$ cat config.mk
export PLATFORM = sky130hd
export DESIGN_NAME = audio_sync_guard
export DESIGN_NICKNAME = d
export VERILOG_FILES = /design/src/rtl/audio_sync_guard.sv
export SDC_FILE = /design/constraint.sdc
export NUM_CORES = 1
export LEC_CHECK = 0
export BUFFER_PORTS_ARGS = -buffer_cell sky130_fd_sc_hd__buf_2
export CELL_PAD_IN_SITES_DETAIL_PLACEMENT = 1
export CELL_PAD_IN_SITES_GLOBAL_PLACEMENT = 2
export CORE_MARGIN = 3
export CORE_UTILIZATION = 44
export DETAILED_ROUTE_END_ITERATION = 7
export GPL_ROUTABILITY_DRIVEN = 1
export MAX_ROUTING_LAYER = met4
export PLACE_DENSITY_LB_ADDON = 0.1
export REMOVE_ABC_BUFFERS = 1
export SLEW_MARGIN = 20
export SYNTH_ARGS = -nofsm -noshare
export SYNTH_HDL_FRONTEND = slang
export SYNTH_SLANG_ARGS = --single-unit
$ cat constraint.sdc
create_clock -name clk -period 6.5 [get_ports clk]
set_input_delay 0.65 -clock clk [delete_from_list [all_inputs] [get_ports clk]]
set_output_delay 0.65 -clock clk [all_outputs]
set_load 0.005 [all_outputs]
$ cat src/rtl/audio_sync_guard.sv
module audio_sync_guard #(
  parameter int SYS_PER_BCK    = 4,
  parameter int TRIP_BCK       = 6,
  parameter int RELOCK_BCK     = 1,
  parameter int RELEASE_FRAMES = 32,
  parameter int CNT_W          = 12
) (
  input  logic clk,
  input  logic rst_n,
  input  logic lrck_in,
  output logic mute_dac,
  output logic zero_adc,
  output logic douts_force_low,
  output logic locked
);
  localparam int TRIP_CLK = TRIP_BCK * SYS_PER_BCK;
  localparam int NEAR_CLK = RELOCK_BCK * SYS_PER_BCK;
  localparam int REL_W    = (RELEASE_FRAMES > 1) ? $clog2(RELEASE_FRAMES) : 1;
  localparam logic [CNT_W-1:0] TRIP_LIM = CNT_W'(TRIP_CLK);
  localparam logic [CNT_W-1:0] NEAR_LIM = CNT_W'(NEAR_CLK);
  localparam logic [CNT_W-1:0] CNT_MAX  = '1;
  localparam logic [REL_W-1:0] REL_LAST = REL_W'(RELEASE_FRAMES - 1);

  typedef enum logic [1:0] {ST_ACQ, ST_CHECK, ST_RELEASE, ST_RUN} st_t;

  st_t              state;
  logic [2:0]       lr_sync;
  logic             rise, seen, good, trip, near;
  logic [CNT_W-1:0] cnt, ref_len, diff;
  logic [REL_W-1:0] rel_cnt;

  assign rise = lr_sync[1] & ~lr_sync[2];
  assign diff = (cnt >= ref_len) ? cnt - ref_len : ref_len - cnt;
  assign trip = diff > TRIP_LIM;
  assign near = diff <= NEAR_LIM;

  always_ff @(posedge clk or negedge rst_n)
    if (!rst_n) begin
      lr_sync <= '0;
      cnt     <= '0;
      seen    <= 1'b0;
    end else begin
      lr_sync <= {lr_sync[1:0], lrck_in};
      if (rise) begin
        cnt  <= CNT_W'(1);
        seen <= 1'b1;
      end else if (cnt != CNT_MAX) begin
        cnt <= cnt + 1'b1;
      end
    end

  always_ff @(posedge clk or negedge rst_n)
    if (!rst_n) begin
      state   <= ST_ACQ;
      ref_len <= '0;
      good    <= 1'b0;
      rel_cnt <= '0;
    end else if (rise && seen) begin
      case (state)
        ST_ACQ: begin
          ref_len <= cnt;
          good    <= 1'b0;
          state   <= ST_CHECK;
        end
        ST_CHECK:
          if (!near) begin
            ref_len <= cnt;
            good    <= 1'b0;
          end else if (good) begin
            good    <= 1'b0;
            rel_cnt <= '0;
            state   <= ST_RELEASE;
          end else begin
            good <= 1'b1;
          end
        ST_RELEASE:
          if (trip) begin
            ref_len <= cnt;
            good    <= 1'b0;
            state   <= ST_CHECK;
          end else if (rel_cnt == REL_LAST) begin
            state <= ST_RUN;
          end else begin
            rel_cnt <= rel_cnt + 1'b1;
          end
        ST_RUN:
          if (trip) begin
            ref_len <= cnt;
            good    <= 1'b0;
            state   <= ST_CHECK;
          end
        default: state <= ST_ACQ;
      endcase
    end

  assign locked          = (state == ST_RELEASE) || (state == ST_RUN);
  assign mute_dac        = (state != ST_RUN);
  assign zero_adc        = mute_dac;
  assign douts_force_low = mute_dac;
endmodule

==> results of run 1 <==
==> layout by cell type (no fill, tap or decap), drive strengths merged, types with 3 or more instances in the layout <==
cell type  instances
inv               38
dfrtp             36
ha                30
a21oi             21
nor2              19
o21ai             16
mux2i             15
nand2             12
nor3              11
xnor2             11
and3               8
a21o               8
clkbuf             8
nand4              7
nand3              7
buf                7
nor2b              6
o2111ai            6
a211oi             6
o21a               5
or3                5
and2               5
a31oi              4
o221ai             3
or2                3
o2111a             3
a221o              3
==> cells by family after synthesis <==
logic type / synth area share
AO/OA/AOI/OAI: 0.242
XOR/XNOR: 0.0360
adder cells (fa/ha/maj): 0.131
buffers and inverters: 0.0693
flip-flops: 0.285
multiplexers: 0.0546
AND/OR/NAND/NOR: 0.182
==> state kept, by name, summed over array words and instances (netlist names) <==
name     cells
cnt         12
seen         1
ref_len     12
rel_cnt      5
state        2
good         1
lr_sync      3
==> worst reg2reg max path, cell delays in order (launching register included) <==
cell	delay (ns)
dfrtp_1	0.46
inv_1	0.10
ha_1	0.23
fa_1	0.39
and2b_1	0.28
o21ai_0	0.14
a311o_4	0.50
a2111oi_4	0.40
nor3_1	0.09
or4b_4	0.60
nor3_1	0.48
a211oi_2	0.14
buf_4	0.23
mux2_2	0.29
==> metal layers <==
| layer | vias to the layer above | part of all wire | GRT usage |
|---|---|---|---|
| met5 | - | 0 | - |
| met4 | 0 | 0.021 | 0.0727 |
| met3 | 13 | 0.036 | 0.0317 |
| met2 | 37 | 0.43 | 0.324 |
| met1 | 1318 | 0.51 | 0.308 |
| li1 | 1277 | - | - |
==> path summary, 6_finish.rpt <==
check                                startpoint                 endpoint  slack, ns  cells after the start
hold / removal             lr_sync[0]$_DFF_PN0_     lr_sync[1]$_DFF_PN0_       0.36                      0
hold reg to reg            lr_sync[0]$_DFF_PN0_     lr_sync[1]$_DFF_PN0_       0.36                      0
setup / recovery             cnt[0]$_DFFE_PN0P_  ref_len[11]$_DFFE_PN0P_       2.07                     13
setup reg to reg             cnt[0]$_DFFE_PN0P_  ref_len[11]$_DFFE_PN0P_       2.07                     13
max in group asynchronous                 rst_n     lr_sync[0]$_DFF_PN0_       5.48                      1
min in group asynchronous                 rst_n   rel_cnt[0]$_DFFE_PN0P_       0.46                      1
==> power groups by stage <==
stage	combinational (W)	clock, W	sequential [W]
after floorplan	0.000890	0	0.000284
after global placement	0.00114	0	0.000291
after detailed placement	0.00116	0	0.000294
after CTS	0.00116	0.000176	0.000289
after global routing	0.00130	0.000187	0.000295
final	0.00117	0.000168	0.000288
==> area by class of cell <==
class / instances / area [µm²] / share of cell area
Multi-Input combinational cell: 259 / 2040 / 0.612
Timing Repair Buffer: 7 / 37.5 / 0.0113
Tap cell: 96 / 120 / 0.0360
Inverter: 38 / 143 / 0.0428
Sequential cell: 36 / 901 / 0.270
Clock buffer: 8 / 90.1 / 0.0270
==> per-stage QoR <==
stage                util  setup WS (ns)  area (µm²)  power, W  instances
floorplan               -           2.44        3080   0.00117        333
global route        0.485           1.76        3330   0.00178        444
finish              0.485           2.07        3330   0.00163        444
detailed placement  0.472           2.07        3240   0.00145        436
CTS                 0.485           2.07        3330   0.00163        444
global placement    0.472           2.25        3240   0.00143        436
==> results.sh, run 1 <==
export IMPL_status="completed"
export IMPL_cts_root_buf="clkbuf_8"
export IMPL_worst_path_most_repeated_cell="nor3_1"
export IMPL_hold_violations=0
export IMPL_start_util=0.460
export IMPL_vias=2645
export IMPL_first_pass_iters=4
export IMPL_die_width_um=90.8
export IMPL_track_usage=0.220
export IMPL_hold_class="reg -> reg"
export IMPL_grt_pass1_vias=2747
export IMPL_htree_levels=2
export IMPL_cp_arrival_ns=4.61
export IMPL_post_cts_buffers=0
export IMPL_cts_hold_buf=0
export IMPL_die_h_um=90.8
export IMPL_crit_family="simple AND/OR/NAND/NOR gates"
export IMPL_grt_pass1_wl_um=14000
export IMPL_clkTransAtPathRegs_ns=0.07
export IMPL_yosys_register_bits=36
export IMPL_finalCritPeriodShare=0.682
export IMPL_yosys_top_cells_area="dfrtp_1 (29%), ha_1 (12%), mux2i_1 (4.8%), inv_1 (4.5%), a21oi_1 (3.3%)"
export IMPL_finalClockSkew_ns=0.0139
export IMPL_fillers=814
export IMPL_cts_path_max_buffers=2
export IMPL_whs_ns=0.364
export IMPL_cp_slowest_cell="or4b_4"
export IMPL_p_sw_w=0.000803
export IMPL_slew_headroom=0.340
export IMPL_pwr_share_seq=0.177
export IMPL_synth_top_area_frac=0.285
export IMPL_route_detailed_drc=0
export IMPL_wl_um=8310
export IMPL_row_count=30
export IMPL_p_per_area_nw_per_um2=489
export IMPL_synth_edf_count=0
export IMPL_comb_power_share=0.720
export IMPL_yosysSeqAreaShare=0.285
export IMPL_synth_cell_type_count=70
export IMPL_period_minus_slack_ns=4.43
export IMPL_p_int_w=0.000828
export IMPL_wire_per_inst_um=18.7
export IMPL_ant_nets=0
export IMPL_avgSynthCellArea_um2=9.08
export IMPL_rsz0062_at_grt="no"
export IMPL_setup_tns_ns=0
export IMPL_syn_area_um2=3160
export IMPL_cp_max_fo=15
export IMPL_ys_warn_count=0
export IMPL_switching_share=0.492
export IMPL_dr_first_iter_drc_count=101
export IMPL_yosys_area_top_type="dfrtp_1"
export IMPL_dpl_hpwl_um=6530
export IMPL_setup_worst_path_end_class="register"
export IMPL_cap_violations=0
export IMPL_cts_tree="yes"
export IMPL_cts_sinks=36
export IMPL_clk_latency_ns=0.30
export IMPL_cp_start_kind="register"
export IMPL_worstMarginPinSlew_ns=0.988
export IMPL_place_gp_congestion=0.843
export IMPL_port_buffers=6
export IMPL_synth_commonest_cells="inv_1 (38), dfrtp_1 (36), ha_1 (30)"
export IMPL_max_stage_delay_ns=0.60
export IMPL_grt_max_degree=37
export IMPL_core_um2=6870
export IMPL_area_delta_synth_final_pct=5.42
export IMPL_leakagePower_nw=1.54
export IMPL_via_per_inst=5.96
export IMPL_final_setup_viol_count=0
export IMPL_yosysMostFrequentCell="inv_1"
export IMPL_cp_required_ns=6.67
export IMPL_crit_type="reg -> reg"
export IMPL_cts_buffers=5
export IMPL_synthCells=348
export IMPL_cts_resized=0
export IMPL_yosys_most_used_dff="dfrtp_1"
export IMPL_cp_num_buf_inv=2
export IMPL_die_area_um2=8240
export IMPL_layout_nets=382
export IMPL_async_flop_share=1.00
export IMPL_antenna_found_initial=0
export IMPL_diodes=0
export IMPL_grt_ovfl_total=0
export IMPL_drive_above_1_share=0.0805
export IMPL_crit_chain="inv_1 -> ha_1 -> fa_1 -> and2b_1 -> o21ai_0 -> a311o_4 -> a2111oi_4 -> nor3_1 -> or4b_4 -> nor3_1 -> a211oi_2 -> buf_4 -> mux2_2"
export IMPL_irDropWorstVdd_mv=0.207
export IMPL_drv_slew=0
export IMPL_boundaryPins=7
export IMPL_max_freq_ghz=0.226
export IMPL_clockPowerShare=0.103
Power figures use the tool's default switching activity.
==> inputs of run 2 (changes only) <==
- ABC_AREA: not set -> 1
- CORE_UTILIZATION: 44 -> 36
- clock period: 6.5 -> 4.35 ns (I/O delays scaled with it)
==> run 2 against run 1 <==
Combinational power rose by 59%. Largest power group unchanged. Fmax rose by 39%. Non-clock buffer count fell by 1. Final cell count rose by 49%. Die area rose by 31%. Clock skew fell by 0.0089 ns. Critical path type unchanged. Via count rose by 18%. Clock-buffer cell count fell by 2. Setup slack got worse by 0.91 ns. Synthesized area rose by 9.1%. Design area rose by 9.0%. Register-to-register slack got worse by 0.91 ns.
==> results.sh, run 2 <==
export IMPL_yosys_most_used_dff="dfrtp_1"
export IMPL_rr_startpoint="cnt[9]$_DFFE_PN0P_"
export IMPL_syn_area_um2=3450
export IMPL_hold_violations=0
export IMPL_core_um2=9280
export IMPL_synthCells=530
export IMPL_reg2reg_depth=18
export IMPL_dpl_hpwl_um=8020
export IMPL_cp_arrival_ns=3.36
export IMPL_port_buffers=6
export IMPL_fin_cells=661
export IMPL_boundaryPins=7
export IMPL_die_area_um2=10800
export IMPL_final_setup_viol_count=0
export IMPL_die_h_um=104
export IMPL_synth_cell_type_count=35
export IMPL_antenna_found_initial=0
export IMPL_yosysMostFrequentCell="nand2_1"
export IMPL_rsz0062_at_grt="no"
export IMPL_reg2reg_to="ref_len[11]$_DFFE_PN0P_"
export IMPL_synth_edf_count=0
export IMPL_yosys_top_cells_area="dfrtp_1 (26%), nand2_1 (19%), ha_1 (11%), inv_1 (11%), nand3_1 (7.1%)"
export IMPL_clkTransAtPathRegs_ns=0.07
export IMPL_drive_above_1_share=0.105
export IMPL_area_delta_synth_final_pct=5.26
export IMPL_cp_max_fo=13
export IMPL_ant_nets=0
export IMPL_finish_utilization=0.391
export IMPL_r2r_slack_ns=1.16
export IMPL_diodes=0
export IMPL_via_per_inst=4.70
export IMPL_avgSynthCellArea_um2=6.51
export IMPL_cts_buffers=5
export IMPL_yosys_area_top_type="dfrtp_1"
export IMPL_final_cell_mix="nand2_1 (177), inv_1 (97), nand3_1 (49), dfrtp_1 (36), ha_1 (30)"
export IMPL_cts_tree="yes"
export IMPL_top_regs="cnt x12, ref_len x12, rel_cnt x5"
export IMPL_setup_worst_path_end_class="register"
export IMPL_cp_start_kind="register"
export IMPL_wire_per_inst_um=14.2
export IMPL_layout_nets=567
export IMPL_cts_resized=0
export IMPL_finalClockSkew_ns=0.00491
export IMPL_place_gp_congestion=0.849
export IMPL_synth_commonest_cells="nand2_1 (177), inv_1 (97), nand3_1 (49)"
export IMPL_cap_violations=0
export IMPL_finalCritPeriodShare=0.733
export IMPL_p_per_area_nw_per_um2=695
export IMPL_grt_max_degree=37
export IMPL_htree_levels=2
export IMPL_worstMarginPinSlew_ns=0.818
export IMPL_ys_warn_count=0
export IMPL_grt_ovfl_total=0
export IMPL_die_width_um=104
export IMPL_cts_root_buf="clkbuf_8"
export IMPL_grt_pass1_vias=3337
export IMPL_drv_slew=0
export IMPL_status="completed"
export IMPL_synth_top_area_frac=0.261
export IMPL_post_cts_buffers=0
export IMPL_setup_tns_ns=0
export IMPL_dr_first_iter_drc_count=74
export IMPL_dpl_cell_count=654
export IMPL_cp_required_ns=4.52
export IMPL_yosys_register_bits=36
export IMPL_grt_pass1_wl_um=16300
export IMPL_cts_sinks=36
export IMPL_clk_latency_ns=0.28
export IMPL_final_common_cell="nand2_1"
export IMPL_finalInstanceArea_um2=3630
export IMPL_slew_headroom=0.454
export IMPL_route_detailed_drc=0
export IMPL_vias=3110
export IMPL_placed_cell_area_um2=3550
export IMPL_cts_hold_buf=0
export IMPL_first_pass_iters=4
export IMPL_cts_path_max_buffers=2
export IMPL_leakagePower_nw=2.05
export IMPL_yosysSeqAreaShare=0.261
export IMPL_start_util=0.372
export IMPL_irDropWorstVdd_mv=0.218
export IMPL_row_count=35
export IMPL_async_flop_share=1.00
export IMPL_track_usage=0.190
export IMPL_hold_class="in -> async"
export IMPL_wl_um=9410
export IMPL_crit_type="reg -> reg"
export IMPL_max_freq_ghz=0.314
export IMPL_period_minus_slack_ns=3.19
==> run 2: cell families after synthesis <==
| family | synth area share |
|---|---|
| compound gates | 0.0617 |
| xor+xnor | 0.0203 |
| fa+ha+maj | 0.120 |
| buf+inv | 0.139 |
| flops | 0.261 |
| simple gates | 0.398 |
==> run 2: layout make-up <==
cell class                      count  area, µm²
Clock buffer                        6       72.6
Multi-Input combinational cell    379       2070
Fill cell                        1247       5650
Inverter                          104        392
Clock inverter                      1       5.00
Sequential cell                    36        901
Tap cell                          129        161
Timing Repair Buffer                6       30.0
==> run 2: metal layers <==
| metal | track usage | share of wire | vias to the layer above | wire length [µm] |
|---|---|---|---|---|
| met5 | - | 0 | - | 0 |
| met4 | 0.0437 | 0.017 | 0 | 160 |
| met3 | 0.0137 | 0.014 | 11 | 131 |
| met2 | 0.331 | 0.48 | 22 | 4480 |
| met1 | 0.243 | 0.49 | 1451 | 4630 |
| li1 | - | - | 1626 | - |
==> run 2: worst max path at each step <==
stage	slack (ns)	from	cells past startpoint	end
after floorplan	1.72	cnt[0]$_DFFE_PN0P_	19	rel_cnt[0]$_DFFE_PN0P_
after global placement	1.19	cnt[4]$_DFFE_PN0P_	20	ref_len[0]$_DFFE_PN0P_
after detailed placement	1.14	cnt[9]$_DFFE_PN0P_	18	ref_len[11]$_DFFE_PN0P_
after CTS	1.12	cnt[4]$_DFFE_PN0P_	20	ref_len[11]$_DFFE_PN0P_
after global routing	0.75	cnt[9]$_DFFE_PN0P_	20	ref_len[11]$_DFFE_PN0P_
final	1.16	cnt[9]$_DFFE_PN0P_	18	ref_len[11]$_DFFE_PN0P_
==> run 2: worst max-delay path, stage by stage (launching register included) <==
cell     delay [ns]
dfrtp_1        0.47
inv_1          0.13
ha_1           0.43
nand2_1        0.11
nand2_1        0.10
nand2_1        0.08
nand2_1        0.10
inv_1          0.10
nand3_2        0.25
inv_2          0.19
nand2_1        0.10
a21oi_1        0.18
o21ai_2        0.11
nand4_1        0.12
nand2_2        0.07
inv_2          0.20
nand2_4        0.18
nand2_1        0.09
nand2_1        0.05
==> run 2: metrics by stage <==
stage	hold WS, ns	setup WS [ns]	total power, W
global placement	0.352	1.19	0.00229
floorplan	0.139	1.72	0.00187
CTS	0.244	1.12	0.00256
global route	0.240	0.750	0.00284
detailed placement	0.358	1.14	0.00232
finish	0.235	1.16	0.00252
==> run 2: power by group <==
part | internal (W) | leakage, nW | switching (W)
sequential | 0.000379 | 0.477 | 0.0000630
clock | 0.000109 | 0.0410 | 0.000114
combinational | 0.000601 | 1.53 | 0.00126
==> inputs of run 3 (changes only) <==
- ABC_AREA: 1 -> 0
- CORE_UTILIZATION: 36 -> 41
- clock period: 4.35 -> 3.15 ns (I/O delays scaled with it)
==> run 3 against run 2 <==
Combinational power grew 130%. Critical path type unchanged. Core utilization grew 23 points. The flow now finishes with violations (setup timing). Non-clock buffer count grew 128. Sequential share of layout area shrank 5.1 points. Setup slack lost 1.9 ns. Register-to-register slack lost 1.9 ns. Clock skew grew 0.0046 ns. Power grew 110%. Fmax shrank 17%. Design area grew 26%. Worst hold slack lost 0.12 ns. First-iteration DRC count grew 35%.
==> results.sh, run 3 (synthesis gave the netlist of run 1 again) <==
export IMPL_violations="setup timing"
export IMPL_grt_ovfl_total=0
export IMPL_cts_path_max_buffers=2
export IMPL_route_detailed_drc=0
export IMPL_clockPowerShare=0.079
export IMPL_critPathLaunch="cnt[0]$_DFFE_PN0P_"
export IMPL_dpl_hpwl_um=8220
export IMPL_wl_um=11500
export IMPL_htree_levels=2
export IMPL_hold_violations=0
export IMPL_diodes=0
export IMPL_cts_sinks=36
export IMPL_finalInstanceArea_um2=4560
export IMPL_cts_tree="yes"
export IMPL_final_setup_viol_count=20
export IMPL_core_um2=7370
export IMPL_vias=3222
export IMPL_hold_class="in -> async"
export IMPL_dpl_cell_count=551
export IMPL_irDropWorstVdd_mv=0.559
export IMPL_slew_headroom=0.437
export IMPL_cap_violations=0
export IMPL_finalCritPeriodShare=1.22
export IMPL_clk_latency_ns=0.30
export IMPL_clkTransAtPathRegs_ns=0.08
export IMPL_via_per_inst=5.61
export IMPL_cp_slowest_cell="or4b_4"
export IMPL_cts_hold_buf=0
export IMPL_finalClockSkew_ns=0.00950
export IMPL_cp_num_buf_inv=3
export IMPL_rsz0062_at_grt="yes"
export IMPL_layout_nets=509
export IMPL_comb_power_share=0.809
export IMPL_max_freq_ghz=0.260
export IMPL_rr_startpoint="cnt[0]$_DFFE_PN0P_"
export IMPL_grt_pass1_vias=3527
export IMPL_crit_family="simple AND/OR/NAND/NOR gates"
export IMPL_switching_share=0.455
export IMPL_cts_buffers=5
export IMPL_period_minus_slack_ns=3.85
export IMPL_crit_type="reg -> reg"
export IMPL_drive_above_1_share=0.400
export IMPL_antenna_found_initial=0
export IMPL_grt_max_degree=37
export IMPL_fin_cells=574
export IMPL_p_int_w=0.00285
export IMPL_boundaryPins=7
export IMPL_crit_chain="inv_2 -> ha_4 -> fa_2 -> and2b_2 -> o21ai_2 -> a311o_4 -> a2111oi_4 -> nor3_2 -> or4b_4 -> buf_4 -> nor4_4 -> a211oi_4 -> buf_12 -> mux2i_4"
export IMPL_setup_slack_ns=-0.701
export IMPL_worstMarginPinSlew_ns=0.844
export IMPL_cp_max_fo=5
export IMPL_top_regs="cnt x12, ref_len x12, rel_cnt x5"
export IMPL_finish_utilization=0.619
export IMPL_wire_per_inst_um=20.1
export IMPL_final_cell_mix="buf_4 (121), inv_1 (36), dfrtp_1 (36), ha_1 (28), a21oi_1 (20)"
export IMPL_grt_pass1_wl_um=18100
export IMPL_p_sw_w=0.00238
export IMPL_ant_nets=0
export IMPL_cts_root_buf="clkbuf_8"
export IMPL_dr_first_iter_drc_count=100
export IMPL_drv_slew=0
export IMPL_cp_start_kind="register"
export IMPL_die_width_um=93.8
export IMPL_cp_required_ns=3.34
export IMPL_first_pass_iters=4
export IMPL_status="finished, violations left"
export IMPL_die_area_um2=8800
export IMPL_track_usage=0.270
export IMPL_area_delta_synth_final_pct=44.4
export IMPL_cp_arrival_ns=4.04
export IMPL_pwr_share_seq=0.112
export IMPL_p_per_area_nw_per_um2=1150
export IMPL_row_count=31
export IMPL_port_buffers=6
export IMPL_leakagePower_nw=2.21
export IMPL_final_common_cell="buf_4"
export IMPL_place_gp_congestion=0.901
export IMPL_placed_cell_area_um2=4110
export IMPL_die_h_um=93.8
export IMPL_setup_worst_path_end_class="register"
export IMPL_max_stage_delay_ns=0.59
export IMPL_start_util=0.429
-- run 3: per-stage QoR --
stage / power [W] / hold WS, ns / setup TNS [ns] / setup WS, ns
after floorplan: 0.00242 / 0.0194 / -14.11 / -0.911
after global placement: 0.00375 / 0.345 / -12.62 / -0.728
after detailed placement: 0.00387 / 0.338 / -14.76 / -0.836
after CTS: 0.00468 / 0.124 / -7.88 / -0.490
after global routing: 0.00553 / 0.123 / -14.04 / -0.765
final: 0.00523 / 0.120 / -12.26 / -0.701
-- run 3: worst reg2reg max path, delay by kind of cell (launching register included) --
kind                       cells  cell delay (ns)
AOI/OAI and AO/OA              4             0.92
adders and majority gates      2             0.50
buffers and inverters          3             0.41
DFF                            1             0.38
muxes                          1             0.18
and+or+nand+nor                4             1.33
-- run 3: power groups by stage --
stage	Clock, W	Sequential, W	Combinational [W]
2_1_floorplan	0	0.000587	0.00184
4_1_cts	0.000411	0.000580	0.00369
5_1_grt	0.000431	0.000597	0.00450
3_5_place_dp	0	0.000587	0.00329
3_3_place_gp	0	0.000580	0.00316
6_report	0.000411	0.000587	0.00424
-- run 3: layout make-up --
type | count | area (µm²)
clock buffer | 6 | 72.6
clock inverter | 2 | 35.0
fill | 848 | 2810
inverter | 38 | 143
multi-input combinational | 259 | 2250
sequential | 36 | 901
tap | 99 | 124
timing repair buffer | 134 | 1040
-- run 3: metal layers --
layer,wire length [µm],vias up,global-route usage
li1,-,1524,-
met1,5010,1623,0.329
met2,6070,56,0.472
met3,257,19,0.0296
met4,167,0,0.0770
met5,0,-,-
-- run 3: final timing paths --
path	cells past startpoint	slack [ns]	end
worst min register to register	0	0.36	lr_sync[1]$_DFF_PN0_
min in group clk	1	0.13	lr_sync[0]$_DFF_PN0_
max in group asynchronous	1	2.49	ref_len[5]$_DFFE_PN0P_
worst min-delay path	1	0.12	ref_len[2]$_DFFE_PN0P_
worst max register to register	14	-0.70	ref_len[3]$_DFFE_PN0P_
worst max-delay path	14	-0.70	ref_len[3]$_DFFE_PN0P_
-- run 3: repair_timing --
item	CTS	global route
endpoints found under the setup margin	20	20
cloned	0	0
pin swaps	15	7
setup buffers	8	9
resized for setup	27	27
